===== src/rtl/softstart_pkg.sv =====
package softstart_pkg;
   typedef enum logic [1:0] {
      MODE_HIZ = 2'b00,
      MODE_LOW = 2'b01,
      MODE_PWM = 2'b10
   } ph_mode_t;
endpackage


===== src/rtl/ss_supply_gate.sv =====
module ss_supply_gate (
   input  logic clk,
   input  logic rst_n,
   input  logic sup_above_rise,
   input  logic sup_below_fall,
   input  logic en_n,
   output logic start,
   output logic abort
);
   logic supply_ok;
   logic en_prev;

   always_ff @(posedge clk or negedge rst_n) begin
      if (!rst_n) begin
         supply_ok <= 1'b0;
         en_prev   <= 1'b0;
      end else begin
         if (sup_below_fall)      supply_ok <= 1'b0;
         else if (sup_above_rise) supply_ok <= 1'b1;
         en_prev <= en_n;
      end
   end

   assign start = supply_ok & en_prev & ~en_n & ~sup_below_fall;
   assign abort = en_n | ~supply_ok | sup_below_fall;
endmodule


===== src/rtl/ss_cycle_count.sv =====
module ss_cycle_count #(
   parameter int LIMIT = 4096,
   parameter int CNT_W = $clog2(LIMIT + 1)
) (
   input  logic             clk,
   input  logic             rst_n,
   input  logic             tick,
   input  logic             start,
   input  logic             abort,
   output logic             running,
   output logic [CNT_W-1:0] cnt
);
   localparam logic [CNT_W-1:0] CNT_TOP = CNT_W'(LIMIT);

   always_ff @(posedge clk or negedge rst_n) begin
      if (!rst_n) begin
         running <= 1'b0;
         cnt     <= '0;
      end else if (!running) begin
         if (start) begin
            running <= 1'b1;
            cnt     <= '0;
         end
      end else if (abort) begin
         running <= 1'b0;
         cnt     <= '0;
      end else if (tick && cnt < CNT_TOP) begin
         cnt <= cnt + CNT_W'(1);
      end
   end
endmodule


===== src/rtl/ss_ramp.sv =====
module ss_ramp #(
   parameter int CNT_W  = 13,
   parameter int START  = 364,
   parameter int SHIFT  = 3,
   parameter int OUT_W  = 8
) (
   input  logic             running,
   input  logic [CNT_W-1:0] cnt,
   output logic [OUT_W-1:0] value
);
   localparam logic [CNT_W-1:0] START_C = CNT_W'(START);
   localparam logic [CNT_W-1:0] FULL_C  = CNT_W'((1 << OUT_W) - 1);

   if (CNT_W <= OUT_W) begin : g_bad_width
      $error("ss_ramp: counter must be wider than the output");
   end

   logic [CNT_W-1:0] elapsed;
   logic [CNT_W-1:0] scaled;

   always_comb begin
      elapsed = cnt - START_C;
      scaled  = elapsed >> SHIFT;
      if (!running || cnt < START_C) value = '0;
      else if (scaled > FULL_C)       value = FULL_C[OUT_W-1:0];
      else                            value = scaled[OUT_W-1:0];
   end
endmodule


===== src/rtl/softstart_seq.sv =====
module softstart_seq
   import softstart_pkg::*;
#(
   parameter int NPH        = 2,
   parameter int HIZ_CYC    = 64,
   parameter int CLAMP_CYC  = 300,
   parameter int PG_CYC     = 4096,
   parameter int REF_W      = 8,
   parameter int REF_SHIFT  = 3,
   parameter int DUTY_W     = 6,
   parameter int DUTY_SHIFT = 4
) (
   input  logic              clk,
   input  logic              rst_n,
   input  logic              tick,
   input  logic              sup_above_rise,
   input  logic              sup_below_fall,
   input  logic              en_n,
   output logic [2*NPH-1:0]  ph_mode,
   output logic [REF_W-1:0]  ref_code,
   output logic [DUTY_W-1:0] duty_max,
   output logic              pwr_good
);
   localparam int CNT_W      = $clog2(PG_CYC + 1);
   localparam int RAMP_START = HIZ_CYC + CLAMP_CYC;
   localparam int REF_END    = RAMP_START + (((1 << REF_W) - 1) << REF_SHIFT);
   localparam int DUTY_END   = RAMP_START + (((1 << DUTY_W) - 1) << DUTY_SHIFT);
   localparam logic [CNT_W-1:0] HIZ_END_C  = CNT_W'(HIZ_CYC);
   localparam logic [CNT_W-1:0] RAMP_C     = CNT_W'(RAMP_START);
   localparam logic [CNT_W-1:0] PG_C       = CNT_W'(PG_CYC);

   if (NPH < 1) begin : g_bad_nph
      $error("softstart_seq: NPH must be at least 1");
   end
   if (REF_END >= PG_CYC) begin : g_bad_ref
      $error("softstart_seq: reference ramp does not finish before power-good");
   end
   if (DUTY_END >= PG_CYC) begin : g_bad_duty
      $error("softstart_seq: duty ramp does not finish before power-good");
   end

   logic             start;
   logic             abort;
   logic             running;
   logic [CNT_W-1:0] cnt;
   ph_mode_t         mode_now;

   ss_supply_gate u_gate (
      .clk            (clk),
      .rst_n          (rst_n),
      .sup_above_rise (sup_above_rise),
      .sup_below_fall (sup_below_fall),
      .en_n           (en_n),
      .start          (start),
      .abort          (abort)
   );

   ss_cycle_count #(.LIMIT(PG_CYC), .CNT_W(CNT_W)) u_count (
      .clk     (clk),
      .rst_n   (rst_n),
      .tick    (tick),
      .start   (start),
      .abort   (abort),
      .running (running),
      .cnt     (cnt)
   );

   ss_ramp #(.CNT_W(CNT_W), .START(RAMP_START), .SHIFT(REF_SHIFT), .OUT_W(REF_W)) u_ref_ramp (
      .running (running),
      .cnt     (cnt),
      .value   (ref_code)
   );

   ss_ramp #(.CNT_W(CNT_W), .START(RAMP_START), .SHIFT(DUTY_SHIFT), .OUT_W(DUTY_W)) u_duty_ramp (
      .running (running),
      .cnt     (cnt),
      .value   (duty_max)
   );

   always_comb begin
      if (!running || cnt < HIZ_END_C) mode_now = MODE_HIZ;
      else if (cnt < RAMP_C)           mode_now = MODE_LOW;
      else                             mode_now = MODE_PWM;
   end

   for (genvar p = 0; p < NPH; p++) begin : g_phase
      assign ph_mode[2*p +: 2] = mode_now;
   end

   assign pwr_good = running && (cnt >= PG_C);
endmodule


===== config.mk =====
export PLATFORM = sky130hd
export DESIGN_NAME = softstart_seq
export DESIGN_NICKNAME = d
export VERILOG_FILES = /design/src/rtl/softstart_pkg.sv /design/src/rtl/ss_supply_gate.sv /design/src/rtl/ss_cycle_count.sv /design/src/rtl/ss_ramp.sv /design/src/rtl/softstart_seq.sv
export SDC_FILE = /design/constraint.sdc
export NUM_CORES = 1
export LEC_CHECK = 0
export BUFFER_PORTS_ARGS = -buffer_cell sky130_fd_sc_hd__buf_2
export CAP_MARGIN = 15
export CORE_UTILIZATION = 55
export CTS_BUF_LIST = sky130_fd_sc_hd__clkbuf_4 sky130_fd_sc_hd__clkbuf_8
export CTS_CLUSTER_SIZE = 8
export DETAILED_ROUTE_END_ITERATION = 8
export MAX_ROUTING_LAYER = met4
export PLACE_DENSITY = 0.8
export RECOVER_POWER = 50
export SETUP_SLACK_MARGIN = 0.05
export SYNTH_ARGS = -nofsm -noshare
export SYNTH_HDL_FRONTEND = slang
export SYNTH_SLANG_ARGS = --single-unit

===== constraint.sdc =====
create_clock -name clk -period 3.22 [get_ports clk]
set_input_delay 0.805 -clock clk [delete_from_list [all_inputs] [get_ports clk]]
set_output_delay 0.805 -clock clk [all_outputs]
set_load 0.02 [all_outputs]

==> results.md, run 1 <==
- The flow ran to the end, and the final reports show no timing, DRC or antenna violations.
- Across every metal layer, demand over resource in global routing totals 0.2725.
- The iteration count of the initial detailed-routing pass is 4.
- The unique cell type count in the Yosys netlist is 44.
- Data on the critical path is required at its endpoint by 2.41 ns.
- The effective utilization at floorplan is 0.6042.
- Prior to clock tree synthesis, the placed netlist has a worst setup slack of around 0.26 ns.
- Relative to the synthesized area, the layout overhead comes to 16.73%.
- Setup slack on the critical path of the routed design comes to approximately 0.091 ns.
- The number of buffers on the longest clock path is 2.
- Of all cell types, the one taking the most synthesized area is sky130_fd_sc_hd__dfrtp_1.
- The placed cell count is 195.
- For this run, asynchronously set or reset flops after synthesis account for 1.000.
- By startpoint and endpoint, the worst setup path is classified as flop to output port.
- After layout, the design draws a total of 0.3617 mW.
- The combinational share of power is 0.054.
- Summing all non-filler instances in the final layout gives an area of about 1400 um^2.
- The core region area is 2042 um^2.
- For this run the aggregate overflow at the end of global routing stands at 0.
- The die height is approximately 49 um.
- The internal power component is 0.2790 mW.
- In the routed design, unresolved DRC markers number 0.
- In the final timing run, aggregate negative setup slack is 0 ns.
- The endpoint type of the worst setup path is an output port.
- The number of antenna diodes in the final layout is 0.
- Along the worst path, the maximum fanout reaches 7.
- The count of H-tree levels built during CTS is 1.
- The fraction of layout instances using a drive strength above 1 is 0.2386.
- The total length of routed wires is 3074 um.
- By area the synthesized netlist is led by sky130_fd_sc_hd__dfrtp_1 (32%), sky130_fd_sc_hd__o21ai_0 (8.1%), sky130_fd_sc_hd__nand2_1 (5.5%), sky130_fd_sc_hd__nor2_1 (5.2%), sky130_fd_sc_hd__a21oi_1 (4.5%).
- The worst slew margin relative to its limit is 0.4522.
- In the finished design, the share of the clock period the worst path needs comes to 0.9718.
- The number of synthesized flops with an enable pin is 0.
- The area of placed instances is 1344 um^2.
- The count of endpoints failing hold in the final timing report came to 0.
- The total vias in the final route is 1299.
- Summed over all cells, the static leakage comes to 0.6872 nW.
- The worst hold path belongs to the class flop to flop.
- The detail route stage leaves a number of antenna-violating nets equal to 0.
- The count of yosys warnings during synthesis is 0.
- The worst hold slack after final layout is 0.4950 ns.
- Counting every sink on the clock net gives 16.
- Of the total power, registers draw 0.573.
- In this run, CTS created clock tree buffers numbering 3.
- The total of endpoints with negative setup slack in the final report is 0.
- The number of core rows is 16.
- The most frequently used flop master after synthesis is sky130_fd_sc_hd__dfrtp_1.
- Routability-driven placement finished with a final weighted congestion of 0.8969.
- The number of antenna violations at the first check in global routing is 0.
- The post-synthesis instance area is 1234 um^2.
- Dividing the detail-routed via count by the number of cells gives 6.399.
- The number of maximum-capacitance violations is 0.
- The highest achievable clock rate is 319.6 MHz.
- The count of placed standard cells in the final layout, fillers left out is 203.
- Clock-pin slew was measured on the worst setup and hold paths at 0.09 ns.
- VDD sags by at most 0.2728 mV.
- In this run the horizontal extent of the chip is 49.36 um.
- The switching share of total power is 0.2285.
- The total nets after synthesis is 161.
- The CTS tree is yes.
- The later-pin clock latency in the skew report is 0.29 ns.
- The worst clock skew is 0.001224 ns.
- Once layout is complete, the utilization of the core stands at 0.7053.
- The final layout net count is 185.
- The number of global-route vias before repair is approximately 1000.
- The minimum clock period after layout is 3.129 ns.
- Dividing total power by cell area gives a power density of 251.2 nW/um^2.
- The worst setup path is launched from a flop.
- The floorplan step defined a die boundary enclosing 2436 um^2.
- For this design the top-level I/O count stands at 25.
- Setup repair after global routing could not meet its margin everywhere.
- At the pin with the least slew margin, the transition time is 0.8216 ns.
- After the first detailed-routing iteration, the DRC count stood at 78.
- The number of pins with negative max-slew slack in the final report is 0.
- Buffers placed on the I/O ports in this run total 24.
- The average instance area after synthesis is 8.063 um^2.
- After detailed routing, the average wire length per cell comes to 15.14 um.
- The share of power burned in the clock network is 0.373.
- The share of the Yosys chip area taken by registers is 0.3245.
- The half-perimeter wire length of the detailed placement result is ~2200 um.
- The net switching component of the power is 0.08266 mW.
- The pin count of the biggest net entering global routing is 17.
- Of the post-synthesis cell area, the dominant cell type holds 0.3245.
- The buffer cell driving the clock tree root is sky130_fd_sc_hd__clkbuf_4.
- The instance count of the mapped netlist is 153.
- The first-pass GRT wire length is 4988 um.
- The post-synthesis register bit count is 16.
- Data on the critical path arrives at its endpoint at 2.32 ns.
==> layout by cell type (no fill, tap or decap), types with 2 or more instances in the layout <==
cell	n
sky130_fd_sc_hd__o21ai_0	20
sky130_fd_sc_hd__buf_2	20
sky130_fd_sc_hd__nand2_1	18
sky130_fd_sc_hd__nor2_1	17
sky130_fd_sc_hd__dfrtp_1	14
sky130_fd_sc_hd__a21oi_1	10
sky130_fd_sc_hd__buf_4	6
sky130_fd_sc_hd__xor2_1	5
sky130_fd_sc_hd__nand3_1	4
sky130_fd_sc_hd__and3_1	4
sky130_fd_sc_hd__nand4_1	4
sky130_fd_sc_hd__inv_1	3
sky130_fd_sc_hd__nand2b_1	3
sky130_fd_sc_hd__xnor2_1	3
sky130_fd_sc_hd__clkbuf_4	3
sky130_fd_sc_hd__clkbuf_1	3
sky130_fd_sc_hd__nor4_1	2
sky130_fd_sc_hd__o211ai_1	2
sky130_fd_sc_hd__o31ai_1	2
sky130_fd_sc_hd__and4bb_2	2
sky130_fd_sc_hd__a22o_1	2
sky130_fd_sc_hd__dfrtp_2	2
==> final timing paths <==
path	start	to	slack, ns	cells past startpoint
worst max-delay path	u_count.cnt[3]$_DFFE_PN0P_	duty_max[0]	0.09	7
worst min-delay path	u_gate.en_prev$_DFF_PN0_	u_count.running$_DFF_PN0_	0.49	1
worst max register to register	u_count.running$_DFF_PN0_	u_count.cnt[10]$_DFFE_PN0P_	1.43	5
worst min register to register	u_gate.en_prev$_DFF_PN0_	u_count.running$_DFF_PN0_	0.49	1
max in group asynchronous	rst_n	u_count.cnt[2]$_DFFE_PN0P_	2.09	1
min in group asynchronous	rst_n	u_gate.supply_ok$_DFFE_PN0P_	0.57	1
==> cell families after synthesis <==
family / Yosys count / share of synthesized area
AO/OA/AOI/OAI: 49 / 0.2637
buffers and inverters: 13 / 0.05070
multiplexers: 1 / 0.008114
flip-flops: 16 / 0.3245
AND/OR/NAND/NOR: 64 / 0.2759
XOR/XNOR: 8 / 0.05680
adder cells (fa/ha/maj): 2 / 0.02028
==> power groups by stage <==
stage                     clock (mW)  sequential, mW  combinational [mW]
after floorplan                    0           0.209              0.0122
after global placement             0           0.211              0.0196
after detailed placement           0           0.211              0.0203
after CTS                      0.136           0.207              0.0203
after global routing           0.145           0.208              0.0226
final                          0.135           0.207              0.0196
==> registers in the layout, indices dropped and copies added (netlist names) <==
signal,cells
u_gate.supply_ok,1
u_gate.en_prev,1
u_count.cnt,13
u_count.running,1
==> critical path, stage by stage (launching register included) <==
cell and delay, ns:
sky130_fd_sc_hd__dfrtp_2 0.46, sky130_fd_sc_hd__ha_4 0.18, sky130_fd_sc_hd__or4b_4 0.54, sky130_fd_sc_hd__nor4_4 0.16, sky130_fd_sc_hd__o311ai_2 0.15, sky130_fd_sc_hd__a2bb2oi_4 0.27, sky130_fd_sc_hd__a21oi_1 0.11, sky130_fd_sc_hd__buf_2 0.17
==> area by class of cell <==
class                      instances  area [um^2]
fill                             170        601.8
tap                               27        33.78
sequential                        16        402.9
timing repair buffer              29        156.4
inverter                           3        11.26
multi-input combinational        124        799.5
clock buffer                       4        36.28
==> synth_stat cells (4+ instances only) <==
cell type,number
sky130_fd_sc_hd__dfrtp_1,16
sky130_fd_sc_hd__buf_2,5
sky130_fd_sc_hd__xor2_1,5
sky130_fd_sc_hd__nor2_1,17
sky130_fd_sc_hd__and3_1,4
sky130_fd_sc_hd__nand4_1,4
sky130_fd_sc_hd__o21ai_0,20
sky130_fd_sc_hd__nand2_1,18
sky130_fd_sc_hd__a21oi_1,11
sky130_fd_sc_hd__nand3_1,4
==> what timing repair did <==
action,4_1_cts,5_1_grt
hold buffers,0,0
endpoints found under the setup margin,12,12
gates resized for setup,3,5
buffers inserted,1,3
pin swaps,1,1
==> per-layer routing <==
| metal | part of all wire | track usage |
|---|---|---|
| met1 | 0.44 | 0.3703 |
| met4 | 0.025 | 0.06863 |
| met3 | 0.078 | 0.02492 |
| met2 | 0.46 | 0.4361 |
| met5 | 0 | - |
(Power assumes the default switching activity.)
==> inputs of run 2 (changes only) <==
Settings changed: CORE_ASPECT_RATIO from default to 1.75, PLACE_DENSITY 0.8 to 0.79, SYNTH_HIERARCHICAL from default to 1.
Clock period 3.22 ns to 3.4 ns, I/O delays scaled along.
==> run 2 against run 1 <==
  * Global-route usage rose by 0.45 points
  * Total power decreased by 2.9%
  * Sequential share of layout area down 2.1 points
  * Core utilization is 4.1 points lower
  * Critical path depth unchanged
  * Critical path type unchanged
  * Largest power group unchanged
==> results.md, run 2 <==
- The run finished with clean final reports.
- The highest metal layer carrying signal wires in the routed design is met4.
- Of all cell types, the one taking the most synthesized area is sky130_fd_sc_hd__dfrtp_1.
- The worst-case setup slack after placement is 0.6093 ns.
- The proportion of netlist area held by the largest area contributor is 0.2883.
- The first global-routing pass estimated 5140 um of wire.
- The summed area of non-filler cells in the final layout is 1548 um^2.
- The count of placed standard cells in the final layout, fillers left out is 202.
- Of the synthesized area, sequential elements account for 0.2883.
- Counting cells, the worst reg-to-reg path comes to 5.
- Hold is met by 0.5155 ns.
- The number of global-route vias before repair came to 1212.
- The overall die width is 39.99 um.
- The actual slew at the worst max-slew pin is 1.008 ns.
- The mapped netlist covers 1389 um^2.
- After synthesis, the share of flip-flops with an asynchronous set or reset is 1.000.
- On the worst path, the slowest cell contributes a delay of 0.51 ns.
- The later-pin clock latency in the skew report is 0.24 ns.
- The count of H-tree levels built during CTS is 1.
- Counting flops per register, the top entry is u_count/cnt.
- The number of setup buffers added after CTS is 0.
- The post-synthesis register bit count is 16.
- Compared with the post-synthesis result, the final layout area differs by 11.44%.
- Setup slack on the critical path of the routed design comes to 0.3279 ns.
- Max-cap violations in this run came to 0.
- Sorting the synthesized cells by area gives the leading types as sky130_fd_sc_hd__dfrtp_1 (29%), sky130_fd_sc_hd__xor2_1 (6.3%), sky130_fd_sc_hd__a21oi_1 (5.0%), sky130_fd_sc_hd__xnor2_1 (5.0%), sky130_fd_sc_hd__nor2_1 (3.8%).
- The buffer cell driving the clock tree root is sky130_fd_sc_hd__clkbuf_8.
- The worst setup path is captured at an output port.
- The leading cell type by number of instances after synthesis is sky130_fd_sc_hd__dfrtp_1.
- The effective utilization at floorplan is 0.5958.
- For this run, the leading register cell type out of synthesis is sky130_fd_sc_hd__dfrtp_1.
- The slowest stage of the critical path is the sky130_fd_sc_hd__dfrtp_1 cell.
- Data on the critical path arrives at its endpoint at 2.22 ns.
- The number of antenna violations at the first check in global routing is 0.
- The number of synthesized flops with an enable pin is 0.
- The number of buffers on the longest clock path is 2.
- After the first detailed-routing iteration, the DRC count stood at 35.
- The critical path goes through ha_1 > nor2_1 > nand3_1 > a211o_1 > o311ai_2 > a21oi_1 > buf_2.
- After synthesis, the netlist uses between 50 and 60 different library cells.
- STA puts the critical path data required time at ~2.6 ns.
- Measured against its own limit, the worst slew margin works out to 0.3212.
- The minimum clock period after layout is 3.072 ns.
- The count of endpoints failing hold in the final timing report is 0.
- The total met3 wirelength after detailed routing is 124 um.
- The number of pins with negative max-slew slack in the final report is 0.
- The type of element launching the critical path is a flop.
- In this run the remaining antenna-violating nets after routing total 0.
- The die covers 2738 um^2.
- The top cell family by delay on the critical path is compound AO/OA/AOI/OAI gates.
- The number of antenna diodes in the final layout is 0.
- The kind of critical path is flop to output port.
- The maximum net fanout on the critical path is 10.
- In this run the core area contains 23 standard-cell rows.
- Setup repair after global routing left no endpoint under its margin.
- The total clock sinks is 16.
- After routing, the total negative slack on setup checks comes to 0 ns.
- The routed layout has 1328 vias.
- Power spread over the standard cell area amounts to 227.0 nW/um^2.
- The final layout net count is 187.
- The instance count of the mapped netlist is 153.
- The filler cell count in the final layout is 201.
- The pre-antenna-repair detailed-routing pass consisted of 4 iterations.
- The port buffer count is 24.
- The clock buffer count from CTS is 3.
- The number of remaining DRC errors is 0.
- The final core utilization is 0.6640.
- After detailed routing, the met2 layer carries 1926 um of wire.
- The mean routed wirelength per cell is 16.85 um.
- Gates resized during post-CTS repair numbered 0.
- The total nets after synthesis is 161.
- The tightest min-delay check is of the flop to flop type.
- The routability congestion estimate from global placement is 0.8417.
- The count of yosys warnings during synthesis is 6.
- In the final layout, the share of cells above drive strength 1 is 0.2147.
- TritonCTS built the clock tree.
- Overall power consumption after layout is estimated at 0.3513 mW.
- The worst clock skew is between 0.003 and 0.004 ns.
- After global routing the overflow that remains totals 0.
- Dividing the final minimum period by the clock period gives 0.9036.
- The maximum VDD drop is 0.2436 mV.
- The library cell used most frequently in the layout, excluding fill and tap cells, is sky130_fd_sc_hd__buf_2.
- The average instance area after synthesis is about 9.1 um^2.
- Counting instances, the worst hold path has a depth of 1.
- Leaving out fill and tap cells, the most frequent cells in the layout are sky130_fd_sc_hd__buf_2 (20), sky130_fd_sc_hd__dfrtp_1 (16), sky130_fd_sc_hd__a21oi_1 (14), sky130_fd_sc_hd__nor2_1 (14), sky130_fd_sc_hd__nand2_1 (12).
- The number of hold buffers added after CTS was 0.
- The pin count of the biggest net entering global routing is 17.
- Summed over all cells, the static leakage comes to 0.6934 nW.
- The logic depth of the worst setup path including buffers is 7.
- The placed cell count is a little under 200.
- The area of placed instances is roughly 1500 um^2.
- The overall track demand over capacity in global routing is 0.2769.
- The total of endpoints with negative setup slack in the final report is 0.
- The number of I/O pins is 25.
- The routed metal-1 wire length is 1303 um.
- By count the netlist is led by sky130_fd_sc_hd__dfrtp_1 (16), sky130_fd_sc_hd__a21oi_1 (14), sky130_fd_sc_hd__nor2_1 (14).
- The number of flip-flops in the largest register is 13.
- The total length of routed wires is 3403 um.
- The critical path buffer and inverter count is 1.
- Detailed placement finished with a half-perimeter wire length of between 2000 and 2500 um.
- For this run, the top clock speed supported by timing is approximately 330 MHz.
- The core region area is around 2300 um^2.
- Using the TritonRoute via totals, the vias-per-cell ratio works out to 6.574.
- Measured along the y axis, the die boundary spans 68.48 um.
- The clock-pin slew reported for the worst setup and hold paths after clock tree synthesis is 0.06 ns.
## run 2: path summary, 6_finish.rpt
| kind | start | to | slack, ns |
|---|---|---|---|
| max | u_count/cnt[2]$_DFFE_PN0P_ | ref_code[6] | 0.33 |
| min | u_count/cnt[0]$_DFFE_PN0P_ | u_count/cnt[0]$_DFFE_PN0P_ | 0.52 |
| max reg2reg | u_gate/en_prev$_DFF_PN0_ | u_count/cnt[7]$_DFFE_PN0P_ | 1.15 |
| min reg2reg | u_count/cnt[0]$_DFFE_PN0P_ | u_count/cnt[0]$_DFFE_PN0P_ | 0.52 |
| max in group asynchronous | rst_n | u_count/cnt[10]$_DFFE_PN0P_ | 2.18 |
| min in group asynchronous | rst_n | u_count/cnt[9]$_DFFE_PN0P_ | 0.69 |
## run 2: layer usage
metal / vias to the layer above / global-route usage
met5: - / -
met4: 0 / 0.1422
met3: 9 / 0.01299
met2: 41 / 0.5081
met1: 653 / 0.2725
li1: 625 / -
## run 2: layout make-up
| type | instances | area (um^2) | share of cell area |
|---|---|---|---|
| clock buffer | 3 | 41.29 | 0.02668 |
| inverter | 2 | 7.507 | 0.004850 |
| multi-input combinational | 132 | 952.2 | 0.6152 |
| sequential | 16 | 400.4 | 0.2587 |
| tap | 25 | 31.28 | 0.02021 |
| timing repair buffer | 24 | 115.1 | 0.07437 |
## run 2: kinds of logic after synthesis
kind of cell             count (synthesis)  synth area share
buffers and inverters                    5           0.02432
multiplexers                             2           0.01441
AO/OA/AOI/OAI                           47            0.2631
AND/OR/NAND/NOR                         62            0.2667
XOR/XNOR                                19            0.1252
adder cells (fa/ha/maj)                  2           0.01802
flip-flops                              16            0.2883
## run 2: power breakdown
part           leakage, nW  switching (mW)  total (mW)  internal [mW]
clock network       0.0216          0.0583       0.137         0.0783
logic                0.452          0.0134      0.0199        0.00647
registers            0.220         0.00231       0.195          0.193
==> inputs of run 3 (changes only) <==
--- a/config.mk
+++ b/config.mk
@@ -6,4 +6,5 @@
 export NUM_CORES = 1
 export LEC_CHECK = 0
+export ABC_AREA = 1
 export BUFFER_PORTS_ARGS = -buffer_cell sky130_fd_sc_hd__buf_2
 export CAP_MARGIN = 15
@@ -14,6 +15,7 @@
 export DETAILED_ROUTE_END_ITERATION = 8
 export MAX_ROUTING_LAYER = met4
-export PLACE_DENSITY = 0.79
+export PLACE_DENSITY = 0.77
 export RECOVER_POWER = 50
+export REMOVE_ABC_BUFFERS = 1
 export SETUP_SLACK_MARGIN = 0.05
 export SYNTH_ARGS = -nofsm -noshare
==> constraint.sdc (replaced) <==
create_clock -name clk -period 3.4 [get_ports clk]
set_input_delay 0.85 -clock clk [delete_from_list [all_inputs] [get_ports clk]]
set_output_delay 0.85 -clock clk [all_outputs]
set_load 0.005 [all_outputs]
==> run 3 against run 2 <==
  * Core utilization down 2.2 points
  * First-iteration DRC count down 31%
  * Worst setup slack better by 0.36 ns
  * Highest routed layer unchanged
  * Largest cell class unchanged
  * Register-to-register slack better by 0.26 ns
  * Global-route usage down 1.8 points
==> results.md, run 3 <==
- In this run the vertical extent of the chip is 76.15 um.
- The iteration count of the initial detailed-routing pass is 4.
- The critical path is of the flop to output port type.
- The total negative slack for setup checks is 0 ns.
- The register with the most flip-flops in the layout has 13 of them.
- Input and output buffers added on the ports amount to 24.
- In this run the power spent charging and discharging nets is roughly 0.083 mW.
- After detailed routing, the number of vias per cell comes to 4.938.
- The endpoint type of the worst setup path is an output port.
- The proportion of netlist area held by the largest area contributor is 0.2317.
- The fraction of the yosys area taken by sequential cells is 0.2317.
- The power density over the cells is around 190 nW/um^2.
- For this run, the post-layout net count is 325.
- The tree is rooted in a sky130_fd_sc_hd__clkbuf_8.
- The layout-stage area growth over the synthesis result is 9.993%.
- At the worst endpoint, the required time is ~2.6 ns.
- The count of H-tree levels built during CTS is 1.
- The region available for standard cell placement spans 2960 um^2.
- The setup slack on the worst flop-to-flop path is 1.41 ns.
- Dividing the final minimum period by the clock period gives 0.7986.
- The number of core rows is 26.
- In this run the deepest clock path goes through 2 buffers.
- The first-pass GRT wire length is about 6700 um.
- 25 I/O pins were placed.
- The type of element launching the critical path is a flop.
- For this run the aggregate overflow at the end of global routing stands at 0.
- In this run the worst setup path terminates at ref_code[2].
- Leaving out fill and tap cells, the most frequent cells in the layout are sky130_fd_sc_hd__nand2_1 (82), sky130_fd_sc_hd__inv_1 (55), sky130_fd_sc_hd__nor2_1 (35).
- The share of synthesized flip-flops with an asynchronous set or reset is 1.000.
- The highest-delay cell along the critical path is sky130_fd_sc_hd__dfrtp_1.
- For the worst-skew pair, the clock arrives at the later sink with an insertion delay of 0.24 ns.
- The total length of routed wires is roughly 3700 um.
- The largest total area in the synthesized netlist belongs to sky130_fd_sc_hd__dfrtp_1.
- The instance count of the mapped netlist is 291.
- The largest single stage delay on the critical path is 0.53 ns.
- The number of hold buffers added after CTS was 0.
- In this run the horizontal extent of the chip is ~44 um.
- The maximum VDD drop is ~0.26 mV.
- Total power for the finished layout comes to approximately 0.36 mW.
- The total clock sinks is 16.
- The analysis attributes to cell leakage a power of 1.152 nW.
- Setup repair after global routing left no endpoint under its margin.
- The signal on the critical path passes through ha_1 > nor2_2 > o21ai_2 > nand2_2 > nand2_1 > nand2_2 > nand2_4 > nand3_1 > nand2_1 > inv_1 > buf_2.
- Max-cap violations in this run came to 0.
- The total of endpoints with negative setup slack in the final report is 0.
- The worst hold path begins at u_gate/supply_ok$_DFFE_PN0P_.
- Of the total power, combinational logic draws 0.066.
- The number of pins with negative max-slew slack in the final report is 0.
- The floorplan step defined a die boundary enclosing between 3000 and 4000 um^2.
- The fraction of layout instances using a drive strength above 1 is 0.1937.
- The worst path needs 2.715 ns of the cycle, external delays included.
- The average instance area after synthesis is 5.938 um^2.
- The residual antenna-violating net count after detailed routing is 0.
- The data arrival time of the critical path is 1.87 ns.
- The commonest non-fill, non-tap cell in the layout is sky130_fd_sc_hd__nand2_1.
- Of all nets on the critical path, the largest fanout is 8.
- For this run, design rule violations remaining after detail routing come to 0.
- The count of endpoints failing hold in the final timing report is 0.
- In this run the worst hold path is classified as flop to flop.
- The worst register-to-register path ends at u_count/cnt[9]$_DFFE_PN0P_.
- The start of the worst register-to-register path is u_count/running$_DFF_PN0_.
- The total vias in the final route is 1763.
- The worst-case setup slack after placement is 0.9506 ns.
- The leading cell type by number of instances after synthesis is sky130_fd_sc_hd__nand2_1.
- The clock buffer count from CTS is 3.
- Counting cells, the worst reg-to-reg path comes to 7.
- The minimum setup slack in the final design is a little under 0.7 ns.
- The largest register by flop count is u_count/cnt.
- For this run, the top clock speed supported by timing is 368.3 MHz.
- The unique cell type count in the Yosys netlist is 30.
- The number of DRC markers after the initial detailed-route iteration is 24.
- The number of cells upsized or downsized after cts is 0.
- Of the total power, the share spent switching nets is 0.2266.
- In this run the post-CTS setup repair buffer count came out at 0.
- The hold-critical path depth is 2.
- For the final database, setup skew stands at 0.0007968 ns.
- Entering global routing, the biggest net connects 18 pins.
- At the end of routability-driven placement, the weighted congestion stood at around 0.9.
- The number of antenna violations at the first check in global routing came to 0.
- The run finished with clean final reports.
- The mean routed wirelength per cell is 10.39 um.
- The synthesized design contains 0 enable-type register cells.
- The internal power component is 0.2818 mW.
- The half-perimeter wire length of the detailed placement result is between 2000 and 3000 um.
- The post-synthesis instance area is 1728 um^2.
- 0 antenna diodes ended up in the layout.
- The number of global-route vias before repair is 1674.
- By area the synthesized netlist is led by sky130_fd_sc_hd__dfrtp_1 (23%), sky130_fd_sc_hd__nand2_1 (17%), sky130_fd_sc_hd__inv_1 (12%), sky130_fd_sc_hd__nand3_1 (9.6%), sky130_fd_sc_hd__nor2_1 (7.6%).
- The timing startpoint of the critical path is u_count/cnt[3]$_DFFE_PN0P_.
- The share of total power dissipated in sequential elements is 0.551.
- For this run, the leading register cell type out of synthesis is sky130_fd_sc_hd__dfrtp_1.
- At the pin with the least slew margin, the transition time is 0.9073 ns.
- After clock tree synthesis, the clock-pin slew on the worst setup and hold paths is approximately 0.060 ns.
- The post-synthesis register bit count is 16.
- Measured against its own limit, the worst slew margin works out to 0.3951.
- The share of total power dissipated in the clock network is 0.383.
- The count of yosys warnings during synthesis is 6.
- The overall track demand over capacity in global routing is 0.2585.
- The commonest cells after synthesis are sky130_fd_sc_hd__nand2_1 (80), sky130_fd_sc_hd__inv_1 (55), sky130_fd_sc_hd__nor2_1 (35).
- TritonCTS built the clock tree.
- The effective utilization at floorplan is 0.5837.
==> run 3: cell types whose count changed after synthesis, moves of 4 or more <==
cell	before	now
sky130_fd_sc_hd__nand2_1	12	80
sky130_fd_sc_hd__inv_1	2	55
sky130_fd_sc_hd__nand3_1	8	33
sky130_fd_sc_hd__nor2_1	14	35
sky130_fd_sc_hd__nand2_2	0	13
sky130_fd_sc_hd__a21oi_1	14	5
sky130_fd_sc_hd__xnor2_1	8	1
sky130_fd_sc_hd__inv_2	0	6
sky130_fd_sc_hd__a31oi_1	5	0
sky130_fd_sc_hd__nor2_2	0	5
sky130_fd_sc_hd__nand2_4	0	4
==> run 3: logic make-up (layout without fill, tap and decap cells) <==
| logic type | Yosys count | after routing | synth area share |
|---|---|---|---|
| XOR/XNOR | 10 | 10 | 0.05069 |
| AND/OR/NAND/NOR | 182 | 182 | 0.4953 |
| AO/OA/AOI/OAI | 12 | 12 | 0.03982 |
| adder cells (fa/ha/maj) | 2 | 2 | 0.01448 |
| flip-flops | 16 | 16 | 0.2317 |
| buffers and inverters | 69 | 93 | 0.1680 |
==> run 3: stage by stage <==
| step | utilization | hold slack [ns] | instance area (um^2) | cells |
|---|---|---|---|---|
| after CTS | 0.6467 | 0.5210 | 1914 | 357 |
| final | 0.6420 | 0.5398 | 1901 | 357 |
| after global routing | 0.6420 | 0.5692 | 1901 | 357 |
| after detailed placement | 0.6327 | 0.5353 | 1873 | 354 |
| after global placement | 0.6327 | 0.5209 | 1873 | 354 |
| after floorplan | - | 0.4960 | 1685 | 286 |
==> run 3: metal layers <==
metal / wire [um] / vias to the layer above / track usage
met5: 0 / - / -
met4: 124 / 0 / 0.1333
met3: 98 / 10 / 0.01896
met2: 2011 / 47 / 0.4588
met1: 1474 / 787 / 0.2679
li1: - / 919 / -
==> run 3: area by class of cell <==
class,instances,area [um^2]
sequential,16,400.4
clock buffer,3,41.29
tap,42,52.55
inverter,64,247.7
timing repair buffer,26,131.4
multi-input combinational,206,1027
fill,312,1060
==> run 3: worst min path at each step <==
stage	slack, ns	to
2_1_floorplan	0.50	u_count/cnt[1]$_DFFE_PN0P_
3_3_place_gp	0.52	u_count/cnt[1]$_DFFE_PN0P_
3_5_place_dp	0.54	u_count/cnt[1]$_DFFE_PN0P_
4_1_cts	0.52	u_count/cnt[5]$_DFFE_PN0P_
5_1_grt	0.57	u_count/cnt[1]$_DFFE_PN0P_
6_report	0.54	u_gate/supply_ok$_DFFE_PN0P_
==> run 3: power by group through the flow <==
stage / combinational [mW] / clock (mW) / sequential (mW)
2_1_floorplan: 0.0149 / 0 / 0.203
3_3_place_gp: 0.0251 / 0 / 0.204
3_5_place_dp: 0.0259 / 0 / 0.204
4_1_cts: 0.0262 / 0.147 / 0.201
5_1_grt: 0.0274 / 0.150 / 0.201
6_report: 0.0241 / 0.139 / 0.201
==> run 3: critical path: cells and delay by family (launching register included) <==
kind / cells / cell delay, ns
AO/OA/AOI/OAI: 1 / 0.18
adder cells (fa/ha/maj): 1 / 0.27
buffers and inverters: 2 / 0.14
flip-flops: 1 / 0.53
AND/OR/NAND/NOR: 7 / 0.50
